[src/rtl/swa_pkg.sv]
package swa_pkg;
  // input/output index assignment, shared by allocator, checker and bench
  localparam int unsigned PORT_LOCAL = 0;
  localparam int unsigned PORT_NORTH = 1;
  localparam int unsigned PORT_EAST  = 2;
  localparam int unsigned PORT_SOUTH = 3;
  localparam int unsigned PORT_WEST  = 4;
  localparam int unsigned PORT_DIAG  = 5;
  localparam int unsigned PORT_COUNT = 6;
endpackage

[src/rtl/swa_out_arb.sv]
module swa_out_arb #(
  parameter int NP = 6,
  localparam int IW = $clog2(NP)
) (
  input  logic          clk,
  input  logic          rst_n,
  input  logic [NP-1:0] req,
  input  logic [NP-1:0] tail,
  output logic [NP-1:0] gnt
);
  // top index is the diagonal input; the rest share a rotating pointer
  localparam int NR = NP - 1;

  logic          held_q, held_d;
  logic [IW-1:0] own_q, own_d;
  logic [IW-1:0] ptr_q, ptr_d;
  logic [IW-1:0] win;
  logic          found;
  logic [IW:0]   cand;

  // grant selection
  always_comb begin
    gnt   = '0;
    win   = '0;
    found = 1'b0;
    cand  = '0;
    if (held_q) begin
      if (req[own_q]) begin
        gnt[own_q] = 1'b1;
        win        = own_q;
        found      = 1'b1;
      end
    end else if (req[NR]) begin
      gnt[NR] = 1'b1;
      win     = IW'(NR);
      found   = 1'b1;
    end else begin
      for (int k = 0; k < NR; k++) begin
        cand = {1'b0, ptr_q} + (IW+1)'(k);
        if (cand >= (IW+1)'(NR)) cand = cand - (IW+1)'(NR);
        if (!found && req[cand[IW-1:0]]) begin
          gnt[cand[IW-1:0]] = 1'b1;
          win               = cand[IW-1:0];
          found             = 1'b1;
        end
      end
    end
  end

  // next state: hold on a non-tail word, rotate pointer on a fresh mesh grant
  always_comb begin
    held_d = held_q;
    own_d  = own_q;
    ptr_d  = ptr_q;
    if (found) begin
      held_d = !tail[win];
      own_d  = win;
      if (!held_q && (win != IW'(NR))) begin
        ptr_d = (win == IW'(NR - 1)) ? '0 : win + 1'b1;
      end
    end
  end

  always_ff @(posedge clk or negedge rst_n) begin
    if (!rst_n) begin
      held_q <= 1'b0;
      own_q  <= '0;
      ptr_q  <= '0;
    end else if (found) begin
      held_q <= held_d;
      own_q  <= own_d;
      ptr_q  <= ptr_d;
    end
  end
endmodule

[src/rtl/swa_xbar.sv]
module swa_xbar #(
  parameter int NP = 6,
  parameter int DW = 16
) (
  input  logic             clk,
  input  logic             rst_n,
  input  logic [NP*NP-1:0] gnt_flat,
  input  logic [NP-1:0]    in_tail,
  input  logic [NP*DW-1:0] in_data,
  output logic [NP-1:0]    out_valid,
  output logic [NP-1:0]    out_tail,
  output logic [NP*DW-1:0] out_data
);
  logic [NP-1:0]    any_d;
  logic [NP-1:0]    tail_d;
  logic [NP*DW-1:0] data_d;

  // AND-OR select per output, driven by that output's grant column
  always_comb begin
    any_d  = '0;
    tail_d = '0;
    data_d = '0;
    for (int o = 0; o < NP; o++) begin
      for (int i = 0; i < NP; i++) begin
        if (gnt_flat[o*NP+i]) begin
          any_d[o]            = 1'b1;
          tail_d[o]           = tail_d[o] | in_tail[i];
          data_d[o*DW +: DW]  = data_d[o*DW +: DW] | in_data[i*DW +: DW];
        end
      end
    end
  end

  always_ff @(posedge clk or negedge rst_n) begin
    if (!rst_n) begin
      out_valid <= '0;
    end else begin
      out_valid <= any_d;
    end
  end

  for (genvar o = 0; o < NP; o++) begin : g_out_reg
    always_ff @(posedge clk or negedge rst_n) begin
      if (!rst_n) begin
        out_tail[o]           <= 1'b0;
        out_data[o*DW +: DW]  <= '0;
      end else if (any_d[o]) begin
        out_tail[o]           <= tail_d[o];
        out_data[o*DW +: DW]  <= data_d[o*DW +: DW];
      end
    end
  end
endmodule

[src/rtl/swa_switch.sv]
module swa_switch #(
  parameter int NP = swa_pkg::PORT_COUNT,
  parameter int DW = 16,
  localparam int PW = $clog2(NP)
) (
  input  logic             clk,
  input  logic             rst_n,
  input  logic [NP-1:0]    in_valid,
  input  logic [NP*PW-1:0] in_dest,
  input  logic [NP-1:0]    in_tail,
  input  logic [NP*DW-1:0] in_data,
  output logic [NP-1:0]    in_grant,
  output logic [NP-1:0]    out_valid,
  output logic [NP-1:0]    out_tail,
  output logic [NP*DW-1:0] out_data
);
  logic [NP*NP-1:0] req_flat;
  logic [NP*NP-1:0] gnt_flat;

  // request decode: input i asks output o when its dest code equals o
  for (genvar o = 0; o < NP; o++) begin : g_req_o
    for (genvar i = 0; i < NP; i++) begin : g_req_i
      assign req_flat[o*NP+i] = in_valid[i] && (in_dest[i*PW +: PW] == PW'(o));
    end
  end

  for (genvar o = 0; o < NP; o++) begin : g_arb
    swa_out_arb #(.NP(NP)) u_arb (
      .clk   (clk),
      .rst_n (rst_n),
      .req   (req_flat[o*NP +: NP]),
      .tail  (in_tail),
      .gnt   (gnt_flat[o*NP +: NP])
    );
  end

  // each input requests one output, so OR over outputs is its grant
  always_comb begin
    in_grant = '0;
    for (int o = 0; o < NP; o++) begin
      in_grant = in_grant | gnt_flat[o*NP +: NP];
    end
  end

  swa_xbar #(.NP(NP), .DW(DW)) u_xbar (
    .clk       (clk),
    .rst_n     (rst_n),
    .gnt_flat  (gnt_flat),
    .in_tail   (in_tail),
    .in_data   (in_data),
    .out_valid (out_valid),
    .out_tail  (out_tail),
    .out_data  (out_data)
  );
endmodule

[config.mk]
export PLATFORM = sky130hd
export DESIGN_NAME = swa_switch
export DESIGN_NICKNAME = d
export VERILOG_FILES = /design/src/rtl/swa_pkg.sv /design/src/rtl/swa_out_arb.sv /design/src/rtl/swa_xbar.sv /design/src/rtl/swa_switch.sv
export SDC_FILE = /design/constraint.sdc
export NUM_CORES = 1
export LEC_CHECK = 0
export ABC_AREA = 1
export BUFFER_PORTS_ARGS = -buffer_cell sky130_fd_sc_hd__buf_2
export CORE_UTILIZATION = 35
export CTS_CLUSTER_DIAMETER = 40
export DETAILED_ROUTE_END_ITERATION = 8
export HOLD_SLACK_MARGIN = 0.05
export PLACE_DENSITY = 0.64
export SETUP_SLACK_MARGIN = 0.05
export SLEW_MARGIN = 20
export SYNTH_ARGS = -nofsm -noshare
export SYNTH_HDL_FRONTEND = slang
export SYNTH_SLANG_ARGS = --single-unit
[constraint.sdc]
create_clock -name clk -period 3.4 [get_ports clk]
set_input_delay 0.34 -clock clk [delete_from_list [all_inputs] [get_ports clk]]
set_output_delay 0.34 -clock clk [all_outputs]
set_load 0.05 [all_outputs]
### After elaboration in Yosys (flattened, before gate mapping)

Cells that the tools add are included.

* register bits: 150
* input bits: 128
* output and inout bits: 114

* add/sub/neg operators: 60
* $lt $le $gt $ge: 108
* equality and inequality tests: 42
* multiplexer cells: 606
* bitwise operators: 89
* reduce and logical (&&, ||, !) cells: 150

Operator list (count)
* $mux 16: 36
* $mux 6: 90
* $or 16x16->16: 30
* $mux 3: 144
* $mux 1: 252
* $or 6x6->6: 29
* $lt 3x4->1 const B: 42
* $bmux 1 s3: 42
* $demux 1 s3: 36
* $ge 3x1->1 const B: 36
* $logic_and 1x1->1: 102
* $ge 4x3->1 const B: 24
* $sub 3x3->3 const B: 30
* $eq 3x3->1 const B: 18
* $add 3x2->4 const B: 12
* $eq 3x2->1 const B: 12
* $logic_not 1->1: 36
* $mux 5: 6
* $or 1x1->1: 30
* $add 3x1->4 const B: 6
* $add 3x3->4 const B: 6
* $add 3x1->3 const B: 6
* $eq 3x1->1 const B: 6
* $ge 3x3->1 const B: 6
* other kinds (3): 18

### Depth between registers and ports, before layout

* depth in word-level cells: 40
* mapped depth: 27
* depth with buffers taken out: 26

### Hierarchy

A second synthesis with hierarchy kept.

* cell total of the unflattened synthesis: 3755
* area, all modules: 21549.4 sq um

By module, submodules not included
* swa_out_arb at g_arb[1].u_arb ...: instances 5, cells each 328, area each 1954.4 sq um
* swa_xbar: instances 1, cells each 1694, area each 9593.0 sq um
* swa_out_arb at g_arb[0].u_arb: instances 1, cells each 313, area each 1764.2 sq um
* swa_switch: instances 1, cells each 108, area each 420.4 sq um

### Worst setup path after synthesis

OpenSTA, ideal clock, no wires.

* path type: flip-flop to output port
* start: reg g_arb[5].u_arb.ptr_q[0]
* end: out in_grant[3]
* arrival time: 3472 ps
* path slack: -412 ps
* cell stages (with the launch flop): 22
* path buffers: 2
* cell sequence: dfrtp_1 > buf_4 > inv_2 > ha_1 > inv_1 > fa_1 > o21bai_2 > o21ai_0 > inv_1 > nor2_1 > nand3_1 > nand3_1 > inv_1 > nand2_1 > inv_2 > nand3_1 > nand4_1 > nand2_2 > buf_2 > nand2_1 > nor2_1 > nand4_1

* longest elaborated chain between the ends: 30
* elaborated cells between the ends (all ways): 104
* those cells by class: add/sub (9); order compare (15); mux (62); bitwise (5); reduce/logical (13)

Ends and longest elaborated chain
* start: declaration: RTL line swa_out_arb.sv:16 `logic [IW-1:0] ptr_q, ptr_d;`
* start signal: assignment: RTL line swa_out_arb.sv:72 `ptr_q <= ptr_d;`
* branches (longest 26 deep; another with $add 3x1->4)
* $mux 6 *: RTL line swa_out_arb.sv:41 `if (!found && req[cand[IW-1:0]]) begin`
* $mux 5 *: RTL line swa_out_arb.sv:33 `end else if (req[NR]) begin`
* $mux 6 *: RTL line swa_out_arb.sv:27 `if (held_q) begin`
* $or 6x6->6 *: RTL line swa_switch.sv:41 `in_grant = in_grant | gnt_flat[o*NP +: NP];`
* end: declaration: RTL line swa_switch.sv:12 `output logic [NP-1:0] in_grant,`

Every way passes the cells marked *. The select of a mux whose other input is x is not followed.

### Worst setup path after layout

Same ends and word-level chain as after synthesis.

==> run metrics <==
TritonCTS clock tree yes; area growth from synthesis to layout 42.2%; ys flop type dfrtp_1; H-tree Lvls 4; warnings from Yosys 0; I/O pins 242; relative slew slack 0.497; Hold WC Path Type in -> reg; CP Capture Point in_grant[3]; top-area cell type share of the netlist area 0.277; Vias/cell 5.36; top cells by count, synth nand2_1, nand3_1, nor2_1; fmax 249 MHz; Root Driver clkbuf_16; Post-Synthesis Cells 3482; setup tns final -3.06 ns; Worst-Margin Slew 0.754 ns; FP Rows 85; Mapped Area 0.0194 mm²; final setup fails 21; Max FO, Critical Path 5; share of cells above drive strength 1 0.317; final hold viol count 0; DR vias 26500; CP max stage delay 0.43 ns; CTS Buf Count 17; post-route DRC violation count 0; Period Utilization, post-route 1.18; top cells by area, synth nand2_1, dfrtp_1, nand3_1, nor2_1, inv_1; Die Ht 237 µm; sequential area share after synthesis 0.194; Port-buffer cells 241; critical path class reg -> out; fillers 5508; Yosys reg bits 150; cell area after layout 0.0275 mm²; fin. max-slew vios 0; required time of the critical path 3.06 ns; WL per Instance 18.7 µm; Critical Path End Type output pin; Starting Density 0.357; pre-CTS setup slack -0.185 ns; CP cell instances clkinv_4 > ha_4 > inv_2 > fa_2 > o21bai_4 > nand2_1 > o21ai_4 > nor2_4 > o211ai_1 > nand3_4 > inv_2 > nand2_2 > inv_4 > nand3_2 > nand4_1 > nand2_2 > nand2_1 > nor2_1 > nand4_1 > buf_6 > buf_8; Die W 237 µm; post-DP HPWL 69.3 mm; Total GRT Usage 0.319; Reg-to-Reg Start g_arb[5].u_arb.ptr_q[0]; Worst Skew 0.0144 ns; initial antenna violation count 12; Reg2Reg Capture Point g_arb[5].u_arb.ptr_q[2]; Worst-path clk slew 0.07 ns; number of global-route vias before repair 24200; FFs w/ async S/R, synth 1.00; largest net degree at the start of global routing 70; Max clock buf depth 2; Reg2Reg Depth 25; Post-synth EDFFs 0; failing checks negative setup slack; count leader, synth nand2_1; 1st-pass router iterations 8; Clock Latency Late Sink 0.49 ns; slowest cell on the critical path dfrtp_2; dpl cell area 0.0251 mm²; PnR worst setup slack -0.612 ns; minimum clock period after layout 4.01 ns; syn nets 3682; area leader, netlist nand2_1; crit path from g_arb[5].u_arb.ptr_q[0]; R2R Setup Slk -0.09 ns; post-route ant nets 0; nets 4419; remaining global-route overflow 0; post-synthesis cell type count 54; global-route wire length before repair 139 mm; RSZ-0062 raised after global routing yes; Startpoint Class flop; GPL Wtd Cong 1.03; max_cap viols 0; Initial DRC Count 2778; core area 0.0542 mm²; status finished with violations; Critical Path AT 3.67 ns; Avg Cell Area, Syn 5.56 µm²; die area 0.0563 mm²; Routed WL 92.4 mm; TritonCTS Sinks 150; post-layout util 0.508
[cell families after synthesis]
group | Yosys count | synth area share
DFF | 150 | 0.194
and+or+nand+nor | 2502 | 0.561
xor gates and xnor gates | 14 | 0.00710
adders and majority gates | 72 | 0.0488
buffers and inverters | 429 | 0.0940
AOI/OAI and AO/OA | 315 | 0.0953
[per-stage QoR]
stage | hold slack (ns) | instances
2_1_floorplan | 0.0444 | 3482
3_5_place_dp | 0.418 | 4839
5_1_grt | 0.156 | 4931
3_3_place_gp | 0.417 | 4839
4_1_cts | 0.128 | 4911
6_report | 0.142 | 4934
[placed cells by master, fill, tap and decap left out, drive strengths merged, types with 7 or more instances in the layout]
master,n
clkbuf,21
xnor2,7
nor2,401
dfrtp,150
nand3,457
nand3b,17
nor3,32
clkinv,9
and3,34
a21oi,95
xor2,7
nand2,1496
inv,370
nand4,64
buf,774
a22oi,15
o21ai,172
ha,66
[flip-flops by register name, indices dropped and copies added, names as in the netlist]
signal and count:
g_arb.u_arb.held_q 6, u_xbar.out_data 96, u_xbar.out_valid 6, u_xbar.out_tail 6, g_arb.u_arb.ptr_q 18, g_arb.u_arb.own_q 18
[per-layer routing]
metal,global-route usage,up-vias,share of wire
li1,-,12700,-
met1,0.413,11900,0.40
met2,0.476,1491,0.42
met3,0.0988,365,0.12
met4,0.154,16,0.056
met5,0.0173,-,0.0025
[layout make-up]
cell class | count | area, µm² | share of cell area
multi-input combinational | 2903 | 15200 | 0.550
timing repair buffer | 777 | 5710 | 0.207
sequential | 150 | 3760 | 0.137
inverter | 370 | 1420 | 0.0517
tap | 696 | 871 | 0.0316
clock buffer | 19 | 443 | 0.0161
clock inverter | 13 | 168 | 0.00609
antenna | 6 | 15.0 | 0.000545
[worst min path at each step]
stage,cells past startpoint,end,from
detailed placement,1,g_arb[3].u_arb.ptr_q[2],rst_n
global route,3,u_xbar.out_data[72],in_data[56]
floorplan,0,g_arb[0].u_arb.held_q,rst_n
global placement,1,g_arb[3].u_arb.ptr_q[2],rst_n
CTS,3,u_xbar.out_data[72],in_data[56]
finish,3,u_xbar.out_data[72],in_data[56]
[worst max-delay path, delay by kind of cell (launching register included)]
kind | cells | cell delay, ns
AO/OA/AOI/OAI | 3 | 0.49
adder cells (fa/ha/maj) | 2 | 0.46
buffers and inverters | 6 | 0.58
flip-flops | 1 | 0.43
AND/OR/NAND/NOR | 10 | 1.20
[repair_timing]
| action | CTS | global route |
|---|---|---|
| endpoints found under the setup margin | 71 | 140 |
| cloned | 0 | 1 |
| hold endpoints to repair | 68 | 0 |
| gates resized for setup | 148 | 240 |
| buffers inserted | 41 | 21 |
| pin swaps | 83 | 90 |
| hold buffers | 1 | 0 |
Power is left out: the tool's default activity adds up to more than one toggle a clock period on the data nets, which glitch-free logic cannot reach.
